[config.mk]
export PLATFORM = sky130hd
export DESIGN_NAME = edge_stamp_capture
export DESIGN_NICKNAME = d
export VERILOG_FILES = /design/src/rtl/esc_pkg.sv /design/src/rtl/esc_sync.sv /design/src/rtl/esc_edge_sel.sv /design/src/rtl/esc_stamp_ctr.sv /design/src/rtl/edge_stamp_capture.sv
export SDC_FILE = /design/constraint.sdc
export NUM_CORES = 1
export LEC_CHECK = 0
export BUFFER_PORTS_ARGS = -buffer_cell sky130_fd_sc_hd__buf_4
export CAP_MARGIN = 20
export CORE_MARGIN = 4
export CORE_UTILIZATION = 51
export CTS_CLUSTER_DIAMETER = 100
export DETAILED_ROUTE_END_ITERATION = 8
export HOLD_SLACK_MARGIN = 0.1
export PLACE_DENSITY = 0.78
export SLEW_MARGIN = 20
export SYNTH_ARGS = -nofsm -noshare
export SYNTH_HDL_FRONTEND = slang
export SYNTH_SLANG_ARGS = --single-unit
export TNS_END_PERCENT = 100
[constraint.sdc]
create_clock -name clk -period 2 [get_ports clk]
set_input_delay 0.2 -clock clk [delete_from_list [all_inputs] [get_ports clk]]
set_output_delay 0.2 -clock clk [all_outputs]
set_load 0.01 [all_outputs]
[src/rtl/esc_pkg.sv]
package esc_pkg;
   typedef enum logic [2:0] {
      MODE_OFF    = 3'd0,
      MODE_BOTH   = 3'd1,
      MODE_FALL   = 3'd2,
      MODE_RISE   = 3'd3,
      MODE_RISE4  = 3'd4,
      MODE_RISE16 = 3'd5
   } esc_mode_e;

   localparam int ESC_DIV_LO = 4;
   localparam int ESC_DIV_HI = 16;
endpackage

[src/rtl/esc_sync.sv]
module esc_sync #(
   parameter int STAGES = 2
) (
   input  logic clk,
   input  logic rst_n,
   input  logic d,
   output logic q
);
   initial assert (STAGES >= 2) else $error("esc_sync: STAGES must be at least 2");

   logic [STAGES-1:0] chain;

   always_ff @(posedge clk or negedge rst_n) begin
      if (!rst_n) chain <= '0;
      else        chain <= {chain[STAGES-2:0], d};
   end

   assign q = chain[STAGES-1];
endmodule

[src/rtl/esc_edge_sel.sv]
module esc_edge_sel
   import esc_pkg::*;
(
   input  logic      clk,
   input  logic      rst_n,
   input  logic      clr,
   input  logic      enable,
   input  esc_mode_e mode,
   input  logic      lvl,
   output logic      hit
);
   localparam int PRE_W = $clog2(ESC_DIV_HI);
   localparam int LO_W  = $clog2(ESC_DIV_LO);

   logic             lvl_prev;
   logic [PRE_W-1:0] pre_q;
   logic             rise, fall, pre_mode, lo_tick, hi_tick;

   assign rise     = lvl & ~lvl_prev;
   assign fall     = ~lvl & lvl_prev;
   assign pre_mode = (mode == MODE_RISE4) || (mode == MODE_RISE16);
   assign lo_tick  = &pre_q[LO_W-1:0];
   assign hi_tick  = &pre_q;

   always_comb begin
      hit = 1'b0;
      if (enable) begin
         case (mode)
            MODE_BOTH:   hit = rise | fall;
            MODE_FALL:   hit = fall;
            MODE_RISE:   hit = rise;
            MODE_RISE4:  hit = rise & lo_tick;
            MODE_RISE16: hit = rise & hi_tick;
            default:     hit = 1'b0;
         endcase
      end
   end

   always_ff @(posedge clk or negedge rst_n) begin
      if (!rst_n) begin
         lvl_prev <= 1'b0;
         pre_q    <= '0;
      end else begin
         lvl_prev <= lvl;
         if (clr)                           pre_q <= '0;
         else if (enable && pre_mode && rise) pre_q <= pre_q + 1'b1;
      end
   end

   // a record is only ever raised on a level change
   p_hit_on_edge_r2: assert property (@(posedge clk) disable iff (!rst_n)
      hit |-> (lvl != lvl_prev));
   // prescaled hits only on rising edges
   p_prescale_rise_r5: assert property (@(posedge clk) disable iff (!rst_n)
      (hit && pre_mode) |-> rise);
endmodule

[src/rtl/esc_stamp_ctr.sv]
module esc_stamp_ctr #(
   parameter int WIDTH = 32
) (
   input  logic             clk,
   input  logic             rst_n,
   input  logic             clr,
   output logic [WIDTH-1:0] value
);
   generate
      if (WIDTH == 16) begin : g_narrow
         logic [15:0] cnt16;
         always_ff @(posedge clk or negedge rst_n) begin
            if (!rst_n)   cnt16 <= '0;
            else if (clr) cnt16 <= '0;
            else          cnt16 <= cnt16 + 16'd1;
         end
         assign value = cnt16;
      end else begin : g_wide
         logic [31:0] cnt32;
         always_ff @(posedge clk or negedge rst_n) begin
            if (!rst_n)   cnt32 <= '0;
            else if (clr) cnt32 <= '0;
            else          cnt32 <= cnt32 + 32'd1;
         end
         assign value = cnt32[WIDTH-1:0];
      end
   endgenerate

   // arming restarts the time base at zero
   p_clear_on_arm_r7: assert property (@(posedge clk) disable iff (!rst_n)
      clr |=> (value == '0));
endmodule

[src/rtl/edge_stamp_capture.sv]
module edge_stamp_capture
   import esc_pkg::*;
#(
   parameter int STAMP_W     = 32,
   parameter int BUF_DEPTH   = 16,
   parameter int SYNC_STAGES = 2,
   localparam int CNT_W  = $clog2(BUF_DEPTH + 1),
   localparam int ADDR_W = (BUF_DEPTH > 1) ? $clog2(BUF_DEPTH) : 1
) (
   input  logic              clk,
   input  logic              rst_n,
   input  logic              arm,
   input  logic [2:0]        mode,
   input  logic              sig_in,
   output logic              wr_en,
   output logic [ADDR_W-1:0] wr_addr,
   output logic [STAMP_W-1:0] wr_data,
   output logic [CNT_W-1:0]  event_count,
   output logic              full,
   output logic              arm_level
);
   initial assert (STAMP_W == 16 || STAMP_W == 32)
      else $error("edge_stamp_capture: STAMP_W must be 16 or 32");
   initial assert (BUF_DEPTH >= 2)
      else $error("edge_stamp_capture: BUF_DEPTH must be at least 2");

   localparam logic [CNT_W-1:0] LAST_SLOT = CNT_W'(BUF_DEPTH - 1);

   esc_mode_e          mode_e;
   logic               lvl, hit, active, armed;
   logic [STAMP_W-1:0] stamp;

   assign mode_e = esc_mode_e'(mode);
   assign active = armed & ~full & ~arm & (mode_e != MODE_OFF);

   esc_sync #(.STAGES(SYNC_STAGES)) i_sync (
      .clk(clk), .rst_n(rst_n), .d(sig_in), .q(lvl));

   esc_edge_sel i_edge (
      .clk(clk), .rst_n(rst_n), .clr(arm), .enable(active),
      .mode(mode_e), .lvl(lvl), .hit(hit));

   esc_stamp_ctr #(.WIDTH(STAMP_W)) i_stamp (
      .clk(clk), .rst_n(rst_n), .clr(arm), .value(stamp));

   always_ff @(posedge clk or negedge rst_n) begin
      if (!rst_n) begin
         armed       <= 1'b0;
         full        <= 1'b0;
         arm_level   <= 1'b0;
         event_count <= '0;
         wr_en       <= 1'b0;
         wr_addr     <= '0;
         wr_data     <= '0;
      end else if (arm) begin
         armed       <= 1'b1;
         full        <= 1'b0;
         arm_level   <= lvl;
         event_count <= '0;
         wr_en       <= 1'b0;
      end else begin
         wr_en <= hit;
         if (hit) begin
            wr_addr     <= event_count[ADDR_W-1:0];
            wr_data     <= stamp;
            event_count <= event_count + 1'b1;
            if (event_count == LAST_SLOT) full <= 1'b1;
         end
      end
   end

   // nothing is written once the buffer is full
   p_full_blocks_r10: assert property (@(posedge clk) disable iff (!rst_n)
      full |=> !wr_en);
   // count never passes the depth
   p_no_overflow_r10: assert property (@(posedge clk) disable iff (!rst_n)
      event_count <= CNT_W'(BUF_DEPTH));
   // off mode leaves the count untouched
   p_off_holds_r1: assert property (@(posedge clk) disable iff (!rst_n)
      (mode == 3'd0 && !arm) |=> $stable(event_count));
   // the written slot is the one just counted
   p_addr_matches_r9: assert property (@(posedge clk) disable iff (!rst_n)
      wr_en |-> (event_count == CNT_W'(wr_addr) + 1'b1));
endmodule

==> results of run 1 <==
-- kinds of logic after synthesis --
logic type,synth area share [%]
AOI/OAI and AO/OA,4.41
xor gates and xnor gates,3.27
adders and majority gates,2.00
buffers and inverters,2.64
DFF,56.1
muxes,14.6
and+or+nand+nor,17.0
-- path summary, 6_finish.rpt --
path	from	to	slack [ns]	depth (start not counted)
worst min-delay path	mode[1]	i_edge.pre_q[3]	0.23	4
worst min register to register	i_sync.chain[0]	i_sync.chain[1]	0.38	0
max in group asynchronous	rst_n	event_count[3]	1.23	3
min in group asynchronous	rst_n	wr_data[19]	0.44	3
worst max register to register	i_sync.chain[1]	wr_data[15]	-0.02	6
worst max-delay path	i_sync.chain[1]	wr_data[15]	-0.02	6
-- stage by stage --
step                      utilization, %  hold slack, ns  setup slack (ns)  TNS [ns]
after global routing                68.5           0.245            -0.109     -3.29
after CTS                           67.8           0.216           -0.0459     -1.01
after detailed placement            63.8           0.272           -0.0247    -0.329
final                               68.5           0.233           -0.0182   -0.0972
after floorplan                        -         -0.0956           0.00734         0
after global placement              63.8           0.264           0.00599         0
-- Yosys cell counts --
library cell | number | area, µm²
a21oi_1 | 14 | 70.1
a31oi_1 | 1 | 6.26
and3_1 | 3 | 18.8
and4_1 | 2 | 17.5
buf_1 | 2 | 7.51
buf_2 | 7 | 35.0
clkbuf_1 | 5 | 18.8
dfrtp_1 | 84 | 2100
ha_1 | 6 | 75.1
inv_1 | 10 | 37.5
mux2_1 | 3 | 33.8
mux2_2 | 41 | 462
mux2i_1 | 5 | 50.1
nand2_1 | 13 | 48.8
nand2b_1 | 5 | 31.3
nand3_1 | 13 | 65.1
nand4_1 | 9 | 56.3
nand4_2 | 2 | 25.0
nor2_1 | 22 | 82.6
nor2b_1 | 8 | 50.1
nor3_1 | 7 | 35.0
nor4_1 | 7 | 43.8
o21ai_0 | 6 | 30.0
o22ai_1 | 1 | 6.26
o31ai_1 | 7 | 52.6
or2_2 | 2 | 12.5
or3_1 | 6 | 37.5
or3_2 | 1 | 7.51
or3b_2 | 1 | 8.76
or4_1 | 10 | 75.1
or4b_2 | 1 | 10.0
or4bb_1 | 1 | 11.3
xnor2_1 | 9 | 78.8
xor2_1 | 5 | 43.8
-- worst reg2reg max path, cell delays in order, from the launching register on --
cell	delay [ns]
dfrtp_1	0.39
ha_1	0.29
or4b_4	0.47
nand4_1	0.14
nand3_2	0.11
buf_6	0.20
mux2_4	0.31
-- layer usage --
| layer | share of wire [%] | up-vias | global-route usage, % | wire, µm |
|---|---|---|---|---|
| li1 | - | 1305 | - | - |
| met3 | 3.8 | 9 | 3.45 | 295 |
| met2 | 52 | 61 | 32.7 | 3980 |
| met4 | 1.3 | 0 | 7.58 | 99 |
| met5 | 0 | - | 0 | 0 |
| met1 | 43 | 1385 | 23.8 | 3290 |
-- sequential cells by signal, summed over array words and instances (netlist names) --
register,count
i_stamp.value,32
wr_data,32
event_count,5
i_edge.pre_q,4
wr_addr,4
i_sync.chain,2
arm_level,1
armed,1
full,1
i_edge.lvl_prev,1
wr_en,1
-- power groups by stage --
stage | Combinational [mW] | Clock, mW | Sequential, mW
after floorplan | 0.0754 | 0 | 1.79
after global placement | 0.195 | 0 | 1.78
after detailed placement | 0.200 | 0 | 1.78
after CTS | 0.203 | 1.50 | 1.75
after global routing | 0.224 | 1.57 | 1.75
final | 0.200 | 1.48 | 1.75
-- layout make-up --
cell class | count | area (µm²) | share of cell area, %
multi-input cells | 211 | 1610 | 33.7
well taps | 96 | 120 | 2.51
clock inverters | 4 | 95.1 | 1.99
flip-flops and latches | 84 | 2100 | 43.9
inverters | 10 | 37.5 | 0.785
repair buffers | 85 | 663 | 13.9
clock buffers | 12 | 155 | 3.24
-- repair_timing --
action	4_1_cts	5_1_grt
setup buffers	0	1
hold buffers	2	0
endpoints found under the hold margin	85	0
gates resized for setup	2	9
endpoints found under the setup margin	38	49
pin swaps	0	2
==> results.sh, run 1 <==
export IMPL_detail_route_first_pass_iterations=4
export IMPL_drive_above_1_share_pct=39.4
export IMPL_drtIter0Drc=129
export IMPL_mapped_area_um2=3750
export IMPL_cp_buffers_inverters=1
export IMPL_yosysWarningCount=0
export IMPL_status="complete, but fails checks"
export IMPL_finalHoldViolations=0
export IMPL_rsz_0062_raised_after_global_routing="yes"
export IMPL_finalWorstSetupSlack_ns=-0.0182
export IMPL_timing_fmax_mhz=495
export IMPL_worst_ep_required_time_ns=2.23
export IMPL_worst_path_max_fanout=19
export IMPL_power_frac_comb_pct=5.8
export IMPL_nets=414
export IMPL_insertion_delay_ns=0.35
export IMPL_mostFrequentLayoutCells="dfrtp_1 (84), buf_4 (80), mux2_2 (41), nor2_1 (22), a21oi_1 (14)"
export IMPL_fp_coreArea_um2=6980
export IMPL_place_inst=483
export IMPL_numCtsBuffers=9
export IMPL_critical_path_start_type="register"
export IMPL_syn_nets=332
export IMPL_layout_commonest_cell="dfrtp_1"
export IMPL_syn_inst=319
export IMPL_seq_power_share_pct=51.0
export IMPL_wl_per_cell_um=15.3
export IMPL_power_leakage_nw=2.31
export IMPL_ios=51
export IMPL_place_area_um2=4460
export IMPL_layout_cell_area_non_filler_um2=4780
export IMPL_clock_tree_buffer_depth=2
export IMPL_fill_cells=525
export IMPL_place_port_buffers=50
export IMPL_finalNonFillerCells=502
export IMPL_synth_seq_cells=84
export IMPL_path_delay_family="simple AND/OR/NAND/NOR gates"
export IMPL_grt_pass1_wl_um=13400
export IMPL_chipHeight_um=93.7
export IMPL_timing_setup_critical_path_class="reg -> reg"
export IMPL_synth_seq_area_share_pct=56.1
export IMPL_worst_clock_skew_ns=0.0100
export IMPL_setup_viol=14
export IMPL_syn_mean_instance_area_um2=11.7
export IMPL_clkTransAtPathRegs_ns=0.08
export IMPL_number_of_distinct_standard_cells_referenced_by_the_synthesized_netlist=34
export IMPL_crit_path_max_incr_delay_ns=0.47
export IMPL_postRouteAntennaNets=0
export IMPL_violations="setup timing"
export IMPL_overall_die_area_um2=8780
export IMPL_hold_class="in -> reg"
export IMPL_core_rowCount=30
export IMPL_largest_net_degree_at_the_start_of_global_routing=85
export IMPL_detailroute_via_count=2760
export IMPL_power_density_cell_area_nw_per_um2=717
export IMPL_finalWorstPathRequiredPeriod_ns=2.02
export IMPL_crit_slowest_cell="or4b_4"
export IMPL_crit_path_cell_trace="ha_1 > or4b_4 > nand4_1 > nand3_2 > buf_6 > mux2_4"
export IMPL_detail_route_vias_per_cell=5.50
export IMPL_cts_num_sinks=84
export IMPL_p_clk_share_pct=43.1
export IMPL_grt_use_total_pct=19.1
export IMPL_net_load_switching_power_uw=712
export IMPL_timing_final_crit_share_pct=101
export IMPL_sum_of_net_half_perimeters_after_detailed_placement_um=5340
export IMPL_drt_wl_total_um=7660
export IMPL_tritoncts="yes"
export IMPL_first_global_vias=2931
export IMPL_irDropWorstVdd_mv=0.519
export IMPL_fin_total_pwr_mw=3.43
export IMPL_grt_overflow=0
export IMPL_clock_tree_htree_level_count=3
export IMPL_maxSlewHeadroom_pct=65.6
export IMPL_slew_violations=0
export IMPL_grt_antenna_before_repair=0
export IMPL_gp_congestion=0.775
export IMPL_n_antenna_cell=0
export IMPL_effective_utilization_at_floorplan_pct=53.7
export IMPL_area_delta_synth_final_pct=27.7
export IMPL_detail_route_drc_violations=0
export IMPL_timing_critical_path_to_type="register"
export IMPL_worst_max_slew_pin_slew_ns=0.515
export IMPL_power_switching_share_pct=20.8
export IMPL_worst_ep_arrival_time_ns=2.25
export IMPL_internal_power_mw=2.72
export IMPL_maxCapViolCount=0
export IMPL_die_width_um=93.7
export IMPL_cell_at_the_root_of_the_clock_tree="clkbuf_8"
No activity file was read; power rests on OpenSTA's default activity.
==> run 2: changes to the inputs <==
- ABC_AREA: default -> 1
- CORE_UTILIZATION: 51 -> 52
- PLACE_DENSITY: 0.78 -> 0.79
==> run 2 against run 1 <==
- the run now ends clean
- register-to-register slack gained 0.38 ns
- critical path depth grew 3
- clock-buffer cell count shrank 3
- worst hold slack lost 0.029 ns
- final area shrank 0.86%
- non-clock buffer count shrank 29
- routed wire length grew 17%
- setup slack gained 0.38 ns
- via count grew 23%
- critical path type unchanged
- critical endpoint is now wr_data[30]
- largest cell class unchanged
==> results.sh, run 2 <==
export IMPL_seqCellArea_um2=2100
export IMPL_worst_clock_skew_ns=0.0114
export IMPL_power_frac_comb_pct=6.4
export IMPL_internal_power_mw=2.50
export IMPL_n_antenna_cell=0
export IMPL_number_of_distinct_standard_cells_referenced_by_the_synthesized_netlist=22
export IMPL_numCtsBuffers=9
export IMPL_maxSlewHeadroom_pct=54.6
export IMPL_min_from="mode[1]"
export IMPL_detail_route_drc_violations=0
export IMPL_detailroute_via_count=3404
export IMPL_worst_ep_required_time_ns=2.28
export IMPL_cts_num_sinks=84
export IMPL_grt_pass1_wl_um=15700
export IMPL_ys_top_cells_by_count="nand2_1 (192), dfrtp_1 (84), nor2_1 (82)"
export IMPL_drtIter0Drc=246
export IMPL_gp_congestion=0.948
export IMPL_power_density_cell_area_nw_per_um2=690
export IMPL_maxCapViolCount=0
export IMPL_layout_cell_area_non_filler_um2=4740
export IMPL_mapped_area_um2=4060
export IMPL_clock_tree_htree_level_count=3
export IMPL_fin_hold_ws_ns=0.205
export IMPL_area_share_of_the_largest_cell_type_after_synthesis_pct=51.8
export IMPL_finalHoldViolations=0
export IMPL_clock_tree_buffer_depth=2
export IMPL_nets=591
export IMPL_syn_inst=524
export IMPL_critical_path_start_type="register"
export IMPL_timing_final_crit_share_pct=81.9
export IMPL_syn_mean_instance_area_um2=7.75
export IMPL_fill_cells=650
export IMPL_layout_commonest_cell="nand2_1"
export IMPL_net_load_switching_power_uw=773
export IMPL_sum_of_net_half_perimeters_after_detailed_placement_um=6670
export IMPL_drt_wl_total_um=8960
export IMPL_crit_reg2reg_launch="i_edge.lvl_prev"
export IMPL_rrSetupSlack_ns=0.36
export IMPL_effective_utilization_at_floorplan_pct=54.8
export IMPL_worst_path_max_fanout=33
export IMPL_status="finished, final reports clean"
export IMPL_area_delta_synth_final_pct=16.8
export IMPL_overall_die_area_um2=9280
export IMPL_insertion_delay_ns=0.36
export IMPL_postRouteAntennaNets=0
export IMPL_timing_fmax_mhz=611
export IMPL_die_width_um=96.4
export IMPL_hold_class="in -> reg"
export IMPL_core_rowCount=31
export IMPL_tns_ns=0
export IMPL_syn_nets=537
export IMPL_synth_seq_cells=84
export IMPL_finalWorstPathRequiredPeriod_ns=1.64
export IMPL_synth_edf_count=0
export IMPL_timing_setup_critical_path_class="reg -> reg"
export IMPL_synthArstFlopShare_pct=100
export IMPL_grt_overflow=0
export IMPL_multiInputGateArea_um2=1680
export IMPL_fp_coreArea_um2=7410
export IMPL_clkTransAtPathRegs_ns=0.08
export IMPL_synth_flop_cell="dfrtp_1"
export IMPL_first_global_vias=3362
export IMPL_worst_max_slew_pin_slew_ns=0.680
export IMPL_synth_area_leader_cell="dfrtp_1"
export IMPL_irDropWorstVdd_mv=0.525
export IMPL_wl_per_cell_um=13.2
export IMPL_drive_above_1_share_pct=15.1
export IMPL_largest_net_degree_at_the_start_of_global_routing=46
export IMPL_tritoncts="yes"
export IMPL_yosysWarningCount=0
export IMPL_chipHeight_um=96.4
export IMPL_power_leakage_nw=2.28
export IMPL_synth_area_top_cells="dfrtp_1 (52%), nand2_1 (18%), nor2_1 (7.6%), inv_1 (4.4%), o21ai_0 (3.6%)"
export IMPL_p_clk_share_pct=40.1
export IMPL_timing_critical_path_to_type="register"
export IMPL_setup_viol=0
export IMPL_cts_post_setup_buffers_inserted=0
export IMPL_mostFrequentLayoutCells="nand2_1 (191), dfrtp_1 (84), nor2_1 (82), buf_4 (53), inv_1 (48)"
export IMPL_cell_at_the_root_of_the_clock_tree="clkbuf_8"
export IMPL_detail_route_first_pass_iterations=5
export IMPL_grt_antenna_before_repair=0
export IMPL_power_switching_share_pct=23.6
export IMPL_fin_total_pwr_mw=3.27
export IMPL_ios=51
export IMPL_slew_violations=0
export IMPL_detail_route_vias_per_cell=5.00
export IMPL_seq_power_share_pct=53.6
export IMPL_rsz_0062_raised_after_global_routing="no"
export IMPL_critPathLaunch="i_edge.lvl_prev"
export IMPL_place_port_buffers=50
export IMPL_synth_seq_area_share_pct=51.8
export IMPL_grt_use_total_pct=21.7
export IMPL_worst_ep_arrival_time_ns=1.91
export IMPL_place_area_um2=4510
export IMPL_post_synth_top_count_cell="nand2_1"
==> run 2: area by class of cell <==
| cell class | instances | area share (%) |
|---|---|---|
| multi-input combinational | 378 | 35.4 |
| clock buffer | 9 | 2.61 |
| tap | 99 | 2.61 |
| sequential | 84 | 44.3 |
| inverter | 49 | 3.88 |
| clock inverter | 6 | 1.90 |
| timing repair buffer | 56 | 9.23 |
==> run 2: per-layer routing <==
metal | track usage, % | part of all wire, % | up-vias
met2 | 34.1 | 46 | 78
li1 | - | - | 1727
met3 | 3.75 | 5.1 | 12
met4 | 6.43 | 1.4 | 0
met5 | 0 | 0 | -
met1 | 30.8 | 48 | 1587
==> run 2: path summary, 6_finish.rpt <==
| path | to | depth (start not counted) |
|---|---|---|
| worst max-delay path | wr_data[30] | 9 |
| worst min-delay path | i_edge.pre_q[1] | 4 |
| worst max register to register | wr_data[30] | 9 |
| worst min register to register | i_sync.chain[1] | 0 |
| max in group asynchronous | i_stamp.value[22] | 3 |
| min in group asynchronous | i_sync.chain[0] | 2 |
==> run 2: logic make-up (layout without fill, tap and decap cells) <==
| logic type | Yosys count | after routing | share of synthesized area, % |
|---|---|---|---|
| DFF | 84 | 84 | 51.8 |
| adders and majority gates | 6 | 6 | 1.85 |
| xor gates and xnor gates | 8 | 8 | 1.73 |
| AOI/OAI and AO/OA | 49 | 49 | 6.63 |
| and+or+nand+nor | 315 | 315 | 31.1 |
| buffers and inverters | 62 | 120 | 6.87 |
==> run 2: power groups by stage <==
stage	Sequential (mW)	Combinational [mW]	Clock, mW
4_1_cts	1.75	0.214	1.32
3_5_place_dp	1.79	0.211	0
3_3_place_gp	1.78	0.204	0
5_1_grt	1.76	0.241	1.40
2_1_floorplan	1.79	0.104	0
6_report	1.75	0.209	1.31
==> run 2: what timing repair did <==
item | in CTS | in global routing
resized for setup | 0 | 0
hold buffers | 2 | 0
endpoints found under the hold margin | 40 | 0
==> run 2: critical path: stages (launching register included) <==
cell and delay [ns]:
dfrtp_1 0.38, inv_1 0.06, ha_1 0.28, nand2_1 0.06, a21oi_1 0.15, nor2_1 0.06
nand2_2 0.06, buf_4 0.31, nand2_1 0.09, o21ai_1 0.09
==> run 2: stage by stage <==
stage / util [%] / std cells / setup slack (ns)
after floorplan: - / 524 / 0.557
after global placement: 60.9 / 664 / 0.445
after detailed placement: 60.9 / 664 / 0.386
after CTS: 64.0 / 681 / 0.361
after global routing: 64.0 / 681 / 0.140
final: 64.0 / 681 / 0.363
